## config.mk

```make
export PLATFORM = sky130hd
export DESIGN_NAME = conflict_sense_monitor
export DESIGN_NICKNAME = d
export VERILOG_FILES = /design/src/rtl/csm_pkg.sv /design/src/rtl/cs_slot_watch.sv /design/src/rtl/cs_try_count.sv /design/src/rtl/cs_reconf_out.sv /design/src/rtl/conflict_sense_monitor.sv
export SDC_FILE = /design/constraint.sdc
export NUM_CORES = 1
export LEC_CHECK = 0
export BUFFER_PORTS_ARGS = -buffer_cell sky130_fd_sc_hd__buf_2
export CAP_MARGIN = 40
export CORE_ASPECT_RATIO = 1.25
export CORE_MARGIN = 1.5
export CORE_UTILIZATION = 40
export DETAILED_ROUTE_END_ITERATION = 16
export HOLD_SLACK_MARGIN = 0.02
export PLACE_DENSITY = 0.69
export SYNTH_ARGS = -nofsm -noshare
export SYNTH_HDL_FRONTEND = slang
export SYNTH_HIERARCHICAL = 1
export SYNTH_SLANG_ARGS = --single-unit
```

## constraint.sdc

```tcl
create_clock -name clk -period 10.4 [get_ports clk]
set_input_delay 3.12 -clock clk [delete_from_list [all_inputs] [get_ports clk]]
set_output_delay 3.12 -clock clk [all_outputs]
set_load 0.005 [all_outputs]
```

## src/rtl/csm_pkg.sv

```systemverilog
// Shared helpers for the conflict sensing retry monitor.
// Assumes: callers pass a modulus greater than zero.
package csm_pkg;

    // Step an index forward by a given amount, wrapping at n.
    function automatic int unsigned wrap_add(input int unsigned base,
                                             input int unsigned step,
                                             input int unsigned n);
        return (base + step) % n;
    endfunction

endpackage

```

## src/rtl/cs_slot_watch.sv

```systemverilog
// Slot watcher: one timer watches one active requester at a time.
// A slot fails when the watched requester stays active with no grant
// for slot_last_i+1 cycles. After a failure, or when the watched
// requester is not active, the watch rotates to the next active one.
// Assumes: active_i is already masked with the grant, and N_REQ >= 2.
module cs_slot_watch #(
    parameter int N_REQ  = 4,
    parameter int SLOT_W = 8,
    localparam int IDX_W = $clog2(N_REQ)
) (
    input  logic              clk,
    input  logic              rst_n,
    input  logic [N_REQ-1:0]  active_i,
    input  logic [SLOT_W-1:0] slot_last_i,
    output logic              fail_o,
    output logic [IDX_W-1:0]  fail_idx_o
);
    import csm_pkg::*;

    logic [IDX_W-1:0]  cur_q;
    logic [SLOT_W-1:0] tmr_q;
    logic [IDX_W-1:0]  nxt_idx;
    logic              nxt_found;
    logic              expire;

    // Find the first active requester after the current one, wrapping.
    always_comb begin
        int unsigned cand;
        nxt_found = 1'b0;
        nxt_idx   = cur_q;
        for (int k = 1; k <= N_REQ; k++) begin
            cand = wrap_add(int'(cur_q), k, N_REQ);
            if (!nxt_found && active_i[cand]) begin
                nxt_found = 1'b1;
                nxt_idx   = IDX_W'(cand);
            end
        end
    end

    // The slot expires once the watched requester has waited the full length.
    assign expire = active_i[cur_q] && (tmr_q >= slot_last_i);

    // Advance the slot timer and rotate the watch.
    always_ff @(posedge clk) begin
        if (!rst_n) begin
            cur_q <= '0;
            tmr_q <= '0;
        end else if (!active_i[cur_q] || expire) begin
            tmr_q <= '0;
            if (nxt_found) cur_q <= nxt_idx;
        end else begin
            tmr_q <= tmr_q + 1'b1;
        end
    end

    assign fail_o     = expire;
    assign fail_idx_o = cur_q;


    restart_after_fail_chk: assert property (@(posedge clk) disable iff (!rst_n)
        fail_o |=> tmr_q == '0);


    rotate_on_fail_chk: assert property (@(posedge clk) disable iff (!rst_n)
        (fail_o && $countones(active_i) > 1) |=> cur_q != $past(cur_q));

endmodule

```

## src/rtl/cs_try_count.sv

```systemverilog
// Failed-try counter for one requester. It counts failed slots, holds
// the pending flag, and reports a hit when a failure reaches the limit.
// Assumes: clr_i and fail_i are never high together (a failure needs
// an active request, and clr_i marks a requester that is not active).
module cs_try_count #(
    parameter int CNT_W = 4
) (
    input  logic             clk,
    input  logic             rst_n,
    input  logic             clr_i,
    input  logic             fail_i,
    input  logic [CNT_W-1:0] limit_i,
    output logic             pend_o,
    output logic             hit_o
);
    logic [CNT_W-1:0] cnt_q;
    logic             pend_q;

    // The failure that brings the count to the limit is a hit.
    assign hit_o = fail_i && (({1'b0, cnt_q} + 1'b1) >= {1'b0, limit_i});

    // Update the count and pending flag from clears and failed slots.
    always_ff @(posedge clk) begin
        if (!rst_n) begin
            cnt_q  <= '0;
            pend_q <= 1'b0;
        end else if (clr_i) begin
            cnt_q  <= '0;
            pend_q <= 1'b0;
        end else if (fail_i) begin
            pend_q <= 1'b1;
            cnt_q  <= hit_o ? '0 : cnt_q + 1'b1;
        end
    end

    assign pend_o = pend_q;


    restart_after_hit_chk: assert property (@(posedge clk) disable iff (!rst_n)
        hit_o |=> cnt_q == '0);


    clear_on_grant_chk: assert property (@(posedge clk) disable iff (!rst_n)
        clr_i |=> (!pend_q && cnt_q == '0));


    pend_needs_fail_chk: assert property (@(posedge clk) disable iff (!rst_n)
        (!pend_q && !fail_i) |=> !pend_q);

endmodule

```

## src/rtl/cs_reconf_out.sv

```systemverilog
// Reconfiguration request stage. It turns the per-requester hit
// strobes into a registered one-cycle pulse plus a binary index.
// Assumes: at most one hit per cycle, because one slot is watched at a time.
module cs_reconf_out #(
    parameter int N_REQ = 4,
    localparam int IDX_W = $clog2(N_REQ)
) (
    input  logic             clk,
    input  logic             rst_n,
    input  logic [N_REQ-1:0] hit_i,
    output logic             pulse_o,
    output logic [IDX_W-1:0] idx_o
);
    logic [IDX_W-1:0] enc;
    logic             pulse_q;
    logic [IDX_W-1:0] idx_q;

    // Encode the hit vector into a binary index.
    always_comb begin
        enc = '0;
        for (int i = 0; i < N_REQ; i++) begin
            if (hit_i[i]) enc = IDX_W'(i);
        end
    end

    // Register the pulse and keep the last index.
    always_ff @(posedge clk) begin
        if (!rst_n) begin
            pulse_q <= 1'b0;
            idx_q   <= '0;
        end else begin
            pulse_q <= |hit_i;
            if (|hit_i) idx_q <= enc;
        end
    end

    assign pulse_o = pulse_q;
    assign idx_o   = idx_q;


    single_hit_chk: assert property (@(posedge clk) disable iff (!rst_n)
        $onehot0(hit_i));

endmodule

```

## src/rtl/conflict_sense_monitor.sv

```systemverilog
// Top of the conflict sensing retry monitor. It holds the runtime
// slot length and limit registers, masks requests with grants, and
// connects the slot watcher, one try counter per requester, and the
// reconfiguration output stage.
// Assumes: grants come from an external arbiter; requests stay high
// until they are granted or withdrawn.
module conflict_sense_monitor #(
    parameter int N_REQ     = 4,
    parameter int SLOT_W    = 8,
    parameter int CNT_W     = 4,
    parameter int DEF_SLOT  = 16,
    parameter int DEF_LIMIT = 4,
    localparam int IDX_W    = $clog2(N_REQ)
) (
    input  logic              clk,
    input  logic              rst_n,
    input  logic [N_REQ-1:0]  req_i,
    input  logic [N_REQ-1:0]  gnt_i,
    input  logic              cfg_wr_i,
    input  logic [SLOT_W-1:0] cfg_slot_i,
    input  logic [CNT_W-1:0]  cfg_limit_i,
    output logic [N_REQ-1:0]  pend_o,
    output logic              conflict_o,
    output logic              reconf_o,
    output logic [IDX_W-1:0]  reconf_idx_o
);
    logic [SLOT_W-1:0] slot_q;
    logic [CNT_W-1:0]  limit_q;
    logic [SLOT_W-1:0] slot_last;
    logic [CNT_W-1:0]  limit_eff;
    logic [N_REQ-1:0]  active;
    logic [N_REQ-1:0]  pend;
    logic [N_REQ-1:0]  hit;
    logic              fail;
    logic [IDX_W-1:0]  fail_idx;

    // Runtime configuration registers, loaded by the controller.
    always_ff @(posedge clk) begin
        if (!rst_n) begin
            slot_q  <= SLOT_W'(DEF_SLOT);
            limit_q <= CNT_W'(DEF_LIMIT);
        end else if (cfg_wr_i) begin
            slot_q  <= cfg_slot_i;
            limit_q <= cfg_limit_i;
        end
    end

    // A zero in either field behaves as one.
    assign slot_last = (slot_q == '0) ? '0 : slot_q - 1'b1;
    assign limit_eff = (limit_q == '0) ? CNT_W'(1) : limit_q;
    assign active    = req_i & ~gnt_i;

    cs_slot_watch #(.N_REQ(N_REQ), .SLOT_W(SLOT_W)) u_watch (
        .clk        (clk),
        .rst_n      (rst_n),
        .active_i   (active),
        .slot_last_i(slot_last),
        .fail_o     (fail),
        .fail_idx_o (fail_idx)
    );

    for (genvar g = 0; g < N_REQ; g++) begin : g_cnt
        cs_try_count #(.CNT_W(CNT_W)) u_cnt (
            .clk    (clk),
            .rst_n  (rst_n),
            .clr_i  (!active[g]),
            .fail_i (fail && (fail_idx == IDX_W'(g))),
            .limit_i(limit_eff),
            .pend_o (pend[g]),
            .hit_o  (hit[g])
        );
    end

    cs_reconf_out #(.N_REQ(N_REQ)) u_out (
        .clk    (clk),
        .rst_n  (rst_n),
        .hit_i  (hit),
        .pulse_o(reconf_o),
        .idx_o  (reconf_idx_o)
    );

    assign pend_o     = pend;
    assign conflict_o = |pend;


    pulse_from_fail_chk: assert property (@(posedge clk) disable iff (!rst_n)
        reconf_o |-> $past(fail));


    pulse_index_chk: assert property (@(posedge clk) disable iff (!rst_n)
        reconf_o |-> reconf_idx_o == $past(fail_idx));

endmodule

```

; ---- After elaboration in Yosys (flattened, before gate mapping)
; Cells that the tools add are included.
[classes]
addsub = 14
eq_ne = 3
mux = 27
n_reduce_logical = 29
n_lt_le_gt_ge = 10
n_bitwise = 3
[ops]
columns = cell, count
row1 = $add A4 B1 Y5 const B, 4
row2 = $ge A5 B4 Y1, 4
row3 = $mux W4, 5
row4 = $add A4 B1 Y4 const B, 4
row5 = $lt A2 B3 Y1 const B, 5
row6 = $logic_and A1 B1 Y1, 12
row7 = $mux W2, 6
row8 = $bmux W1 S2, 5
row9 = $mux W1, 10
row10 = $add A8 B1 Y8 const B, 1
row11 = $ge A8 B8 Y1, 1
row12 = $logic_not A8 Y1, 1
row13 = $mux W8, 1
row14 = $reduce_and A2 Y1, 4
row15 = $reduce_or A4 Y1, 2
row16 = $sub A8 B1 Y8 const B, 1
row17 = $add A2 B1 Y2 const B, 2
row18 = $add A2 B2 Y2 const B, 2
row19 = $and A4 B4 Y4, 1
row20 = $eq A2 B2 Y1 const B, 2
row21 = $logic_not A1 Y1, 4
row22 = $logic_not A4 Y1, 1
row23 = $not A4 Y4, 1
row24 = $reduce_bool A4 Y1, 1
row25 = other kinds (6), 6
[word_totals]
output_inout_bits = 8
ff_bits = 45

; ---- Longest topological paths before layout
[depth]
depth_word = 15
mapped_depth = 16
ltp_nobuf = 16

; ---- Hierarchy
; The synthesis kept the hierarchy.
[modules_own_cells]
columns = mod, area_per_inst_um2, seq_area_each_um2, instances, cells_each
row1 = cs_try_count, 341.6, 100.1, 4, 40
row2 = conflict_sense_monitor, 768.2, 240.2, 1, 85
row3 = cs_slot_watch, 705.7, 200.2, 1, 83
row4 = cs_reconf_out, 110.1, 60.1, 1, 10

; ---- Worst setup path before layout
; OpenSTA, ideal clock, no wires.
[synth_path]
kind = input to register
startpoint = input port gnt_i[3]
endpoint = register u_out.idx_q[0], in the netlist u_out/idx_o[0]
n_path_buf = 0
setup_time_ns = 0.122
cell_stages = 9
setup_slack_ns = 5.321
arrival_ns = 4.957
required_time_ns = 10.278
path_cell_list = nand2b_1 inv_1 mux2i_1 mux2i_1 and2_1 nor3b_1 a21boi_0 nor2b_1 o311a_1
[synth_lines]
columns = item, line_no
row1 = start: declaration, conflict_sense_monitor.sv:18  ; input logic [N_REQ-1:0] gnt_i,
row2 = $not A4 Y4, conflict_sense_monitor.sv:51  ; assign active = req_i & ~gnt_i;
row3 = $and A4 B4 Y4, conflict_sense_monitor.sv:51
row4 = named net active[3], conflict_sense_monitor.sv:31  ; logic [N_REQ-1:0] active;
row5 = $bmux W1 S2, cs_slot_watch.sv:41  ; assign expire = active_i[cur_q] && (tmr_q >= slot_last_i);
row6 = $mux W1 (implied by the code), cs_slot_watch.sv:41
row7 = $logic_and A1 B1 Y1, cs_slot_watch.sv:41
row8 = named net fail, conflict_sense_monitor.sv:34  ; logic fail;
row9 = $logic_and A1 B1 Y1, conflict_sense_monitor.sv:67  ; .fail_i (fail && (fail_idx == IDX_W'(g))),
row10 = $logic_and A1 B1 Y1, cs_try_count.sv:20  ; assign hit_o = fail_i && (({1'b0, cnt_q} + 1'b1) >= {1'b0, limit_i});
row11 = named net hit[0], conflict_sense_monitor.sv:33  ; logic [N_REQ-1:0] hit;
row12 = $reduce_or A4 Y1, cs_reconf_out.sv:33  ; if (|hit_i) idx_q <= enc;
row13 = end signal: assignment, cs_reconf_out.sv:33
row14 = end: declaration, cs_reconf_out.sv:16  ; logic [IDX_W-1:0] idx_q;
; The timed path passes the listed nets, and every way through them passes these cells. The select of a mux whose other input is x is not followed.
; A chain may end at the register's enable or synchronous reset.

; ---- Worst setup path in the final report
; Ends and elaborated chain as after synthesis.

==> impl_results.md <==
* Setup crit end kind: flop
* Worst setup path class: input port to flop
* Global-route usage over all layers at 15.33%
* Final instance area at 3278 sq um
* Clock skew at 0.007741 ns
* ANT nets after route at 0
* Inserted Diodes at 0
* DRT Wirelength at 5639 microns
* Vias post-DR at 2311
* Synth Area in Adders at 13.15%
* Worst slew margin at 52.88%
* Sequential area share after synthesis at 30.53%
* Post-DP HPWL at 4469 microns
* Worst-Margin Slew at 0.7053 ns
* Clock Tree Root: clkbuf_8
* Post-layout util at 46.42%
* Synth area leaders: dfxtp_1, ha_1, mux2i_1, xor2_1, inv_1
* Post-CTS setup buffers at 0
* Outcome: complete, no violations
* Syn. warnings at 6
* Largest family of logic cells by synthesized area: simple AND/OR/NAND/NOR gates
* Post-Syn Instances at 338
* Final Hold Vio Count at 0
* Cell variety after synth at 52
* RSZ-0062 raised after global routing: false
* Clock slew at reported path FFs at 0.08 ns
* WL per Instance at 12.31 microns
* Pwr per Cell Area at 116.5 nW/um^2
* Initial DRC Count at 60
* Gr ovfl total at 0
* Row cnt at 34
* Worst Hold Slack at 0.4886 ns
* Setup violations, final at 0
* Maxcap violations at 0
* First-pass GRT wire length at 9680 microns
* Via density per instance at 5.046
* Synth Net Count at 392
* CP max FO at 7
* Lkg Pwr at 1.477 nW
* TritonCTS Buffers at 5
* Antenna violations before repair at 0
* Post-synthesis xor/xnor area fraction at 6.828%
* I/O Pins at 31
* Synthesized cell area at 2950 sq um
* Initial Util at 41.78%
* Nets at 422
* Area grow syn2layout at 11.11%
* Fmax at 0.1908 GHz
* CTS Hold Bufs at 0
* EDFF count, synth at 0
* Routability cong. at 0.8976
* Clk buf depth at 2
* Die Wd at 79.82 microns
* Avg Cell Area, Syn at 8.729 sq um
* Share of the synthesized area in the top cell type at 30.53%
* Period utilization at 50.39%
* Post-CTS sizing at 0
* Pin count of the biggest net entering global routing at 30
* Setup TNS at 0 ns
* Commonest non-fill, non-tap cell in the layout: dfxtp_1
* Post-Synth Simple-Gate Area at 23.20%
* DRT Pass-1 Iters at 4
* Vias in the first global route at 2245
* Async SR Flop Fraction at 0%
* Top_reg_cell synth: dfxtp_1
* Synth Area in Compound Gates at 13.32%
* Share of cells above drive strength 1 at 14.95%
* Multiplexer area fraction after synthesis at 7.846%
* Peak VDD IR at 0.05588 mV
* Core ar. at 7062 sq um
* Cell Area, Placed at 3174 sq um
* Skew-Pair Late Insertion Delay at 0.30 ns
* Most frequent cells in the layout: dfxtp_1, ha_1, inv_1, buf_2, nor2_1
* Clock sinks at 45
* Clock H-tree levels at 2
* Area leader, netlist: dfxtp_1
* DRC at 0
* Chip height at 99.02 microns
* Startpoint Class: input port
* Slew Viols, Final at 0
* CTS tree: built
* Overall die area at 7903 sq um
* Port-buffer cells at 30
* Flops & latches, synth at 45
* Critical Path RT at 10.59 ns
* Tightest Hold Check Type: flop to flop
* Overall Power at 382.0 uW
* Tmin final at 5.241 ns
* CP arrival at 5.43 ns
-- synth_stat cells, types with 5 or more instances --
library cell and count:
ha_1 31, nand3_1 10, a21o_1 5, mux2i_1 19, a21oi_1 20, nand2_1 24
nand2b_1 13, o22ai_1 5, nor2_1 27, nor2b_1 15, xor2_1 17, or2_2 5
inv_1 30, xnor2_1 6, o21ai_0 9, dfxtp_1 45
-- stage by stage --
stage / cells / setup WS [ns]
2_1_floorplan: 338 / 5.321
3_3_place_gp: 451 / 4.977
3_5_place_dp: 451 / 4.840
4_1_cts: 458 / 5.163
5_1_grt: 458 / 4.906
6_report: 458 / 5.159
-- where the power goes --
group | switching [mW] | internal [mW]
Clock | 0.0567 | 0.0698
Combinational | 0.0302 | 0.0318
Sequential | 0.0147 | 0.179
Total | 0.102 | 0.280
-- final timing paths --
path / startpoint / to / slack, ns / cells after the start
setup / recovery: gnt_i[3] / u_out/idx_o[0] / 5.16 / 10
hold / removal: g_cnt[3].u_cnt/pend_o / g_cnt[3].u_cnt/pend_o / 0.49 / 2
setup reg to reg: slot_q[0] / u_out/idx_o[0] / 6.71 / 15
hold reg to reg: g_cnt[3].u_cnt/pend_o / g_cnt[3].u_cnt/pend_o / 0.49 / 2
-- area by class of cell --
| class | count | area, sq um |
|---|---|---|
| Sequential cell | 45 | 900.9 |
| Fill cell | 724 | 3784 |
| Inverter | 30 | 112.6 |
| Clock inverter | 2 | 35.03 |
| Timing Repair Buffer | 30 | 150.1 |
| Clock buffer | 5 | 68.82 |
| Multi-Input combinational cell | 256 | 1898 |
| Tap cell | 90 | 112.6 |
-- cells by family (layout without fill, tap and decap cells) --
group / after synthesis / count (layout)
AOI/OAI and AO/OA: 58 / 58
xor gates and xnor gates: 23 / 23
adders and majority gates: 31 / 31
buffers and inverters: 37 / 67
DFF: 45 / 45
muxes: 22 / 22
and+or+nand+nor: 122 / 122
-- worst max-delay path, stage by stage --
cell and delay [ns]:
buf_2 0.09, nand2b_1 0.16, inv_1 0.14, mux2i_1 0.12
mux2i_1 0.19, and2_1 0.21, nor3b_1 0.61, a21boi_0 0.40
nor2b_1 0.10, o311a_1 0.29
-- metal layers --
layer | track usage [%] | share of wire (%) | vias to the layer above
li1 | - | - | 1227
met1 | 17.49 | 45 | 1046
met2 | 27.57 | 50 | 27
met3 | 3.426 | 2.9 | 11
met4 | 5.438 | 2.1 | 0
met5 | 0 | 0 | -
-- state kept, by name, indices dropped and copies added (netlist names) --
| signal | flops |
|---|---|
| g_cnt.u_cnt/cnt_q | 16 |
| u_watch/tmr_q | 8 |
| u_watch/fail_idx_o | 2 |
| u_out/pulse_o | 1 |
| u_out/idx_o | 2 |
| limit_q | 4 |
| g_cnt.u_cnt/pend_o | 4 |
| slot_q | 8 |
Note: power is estimated with default switching activity, not from simulation.
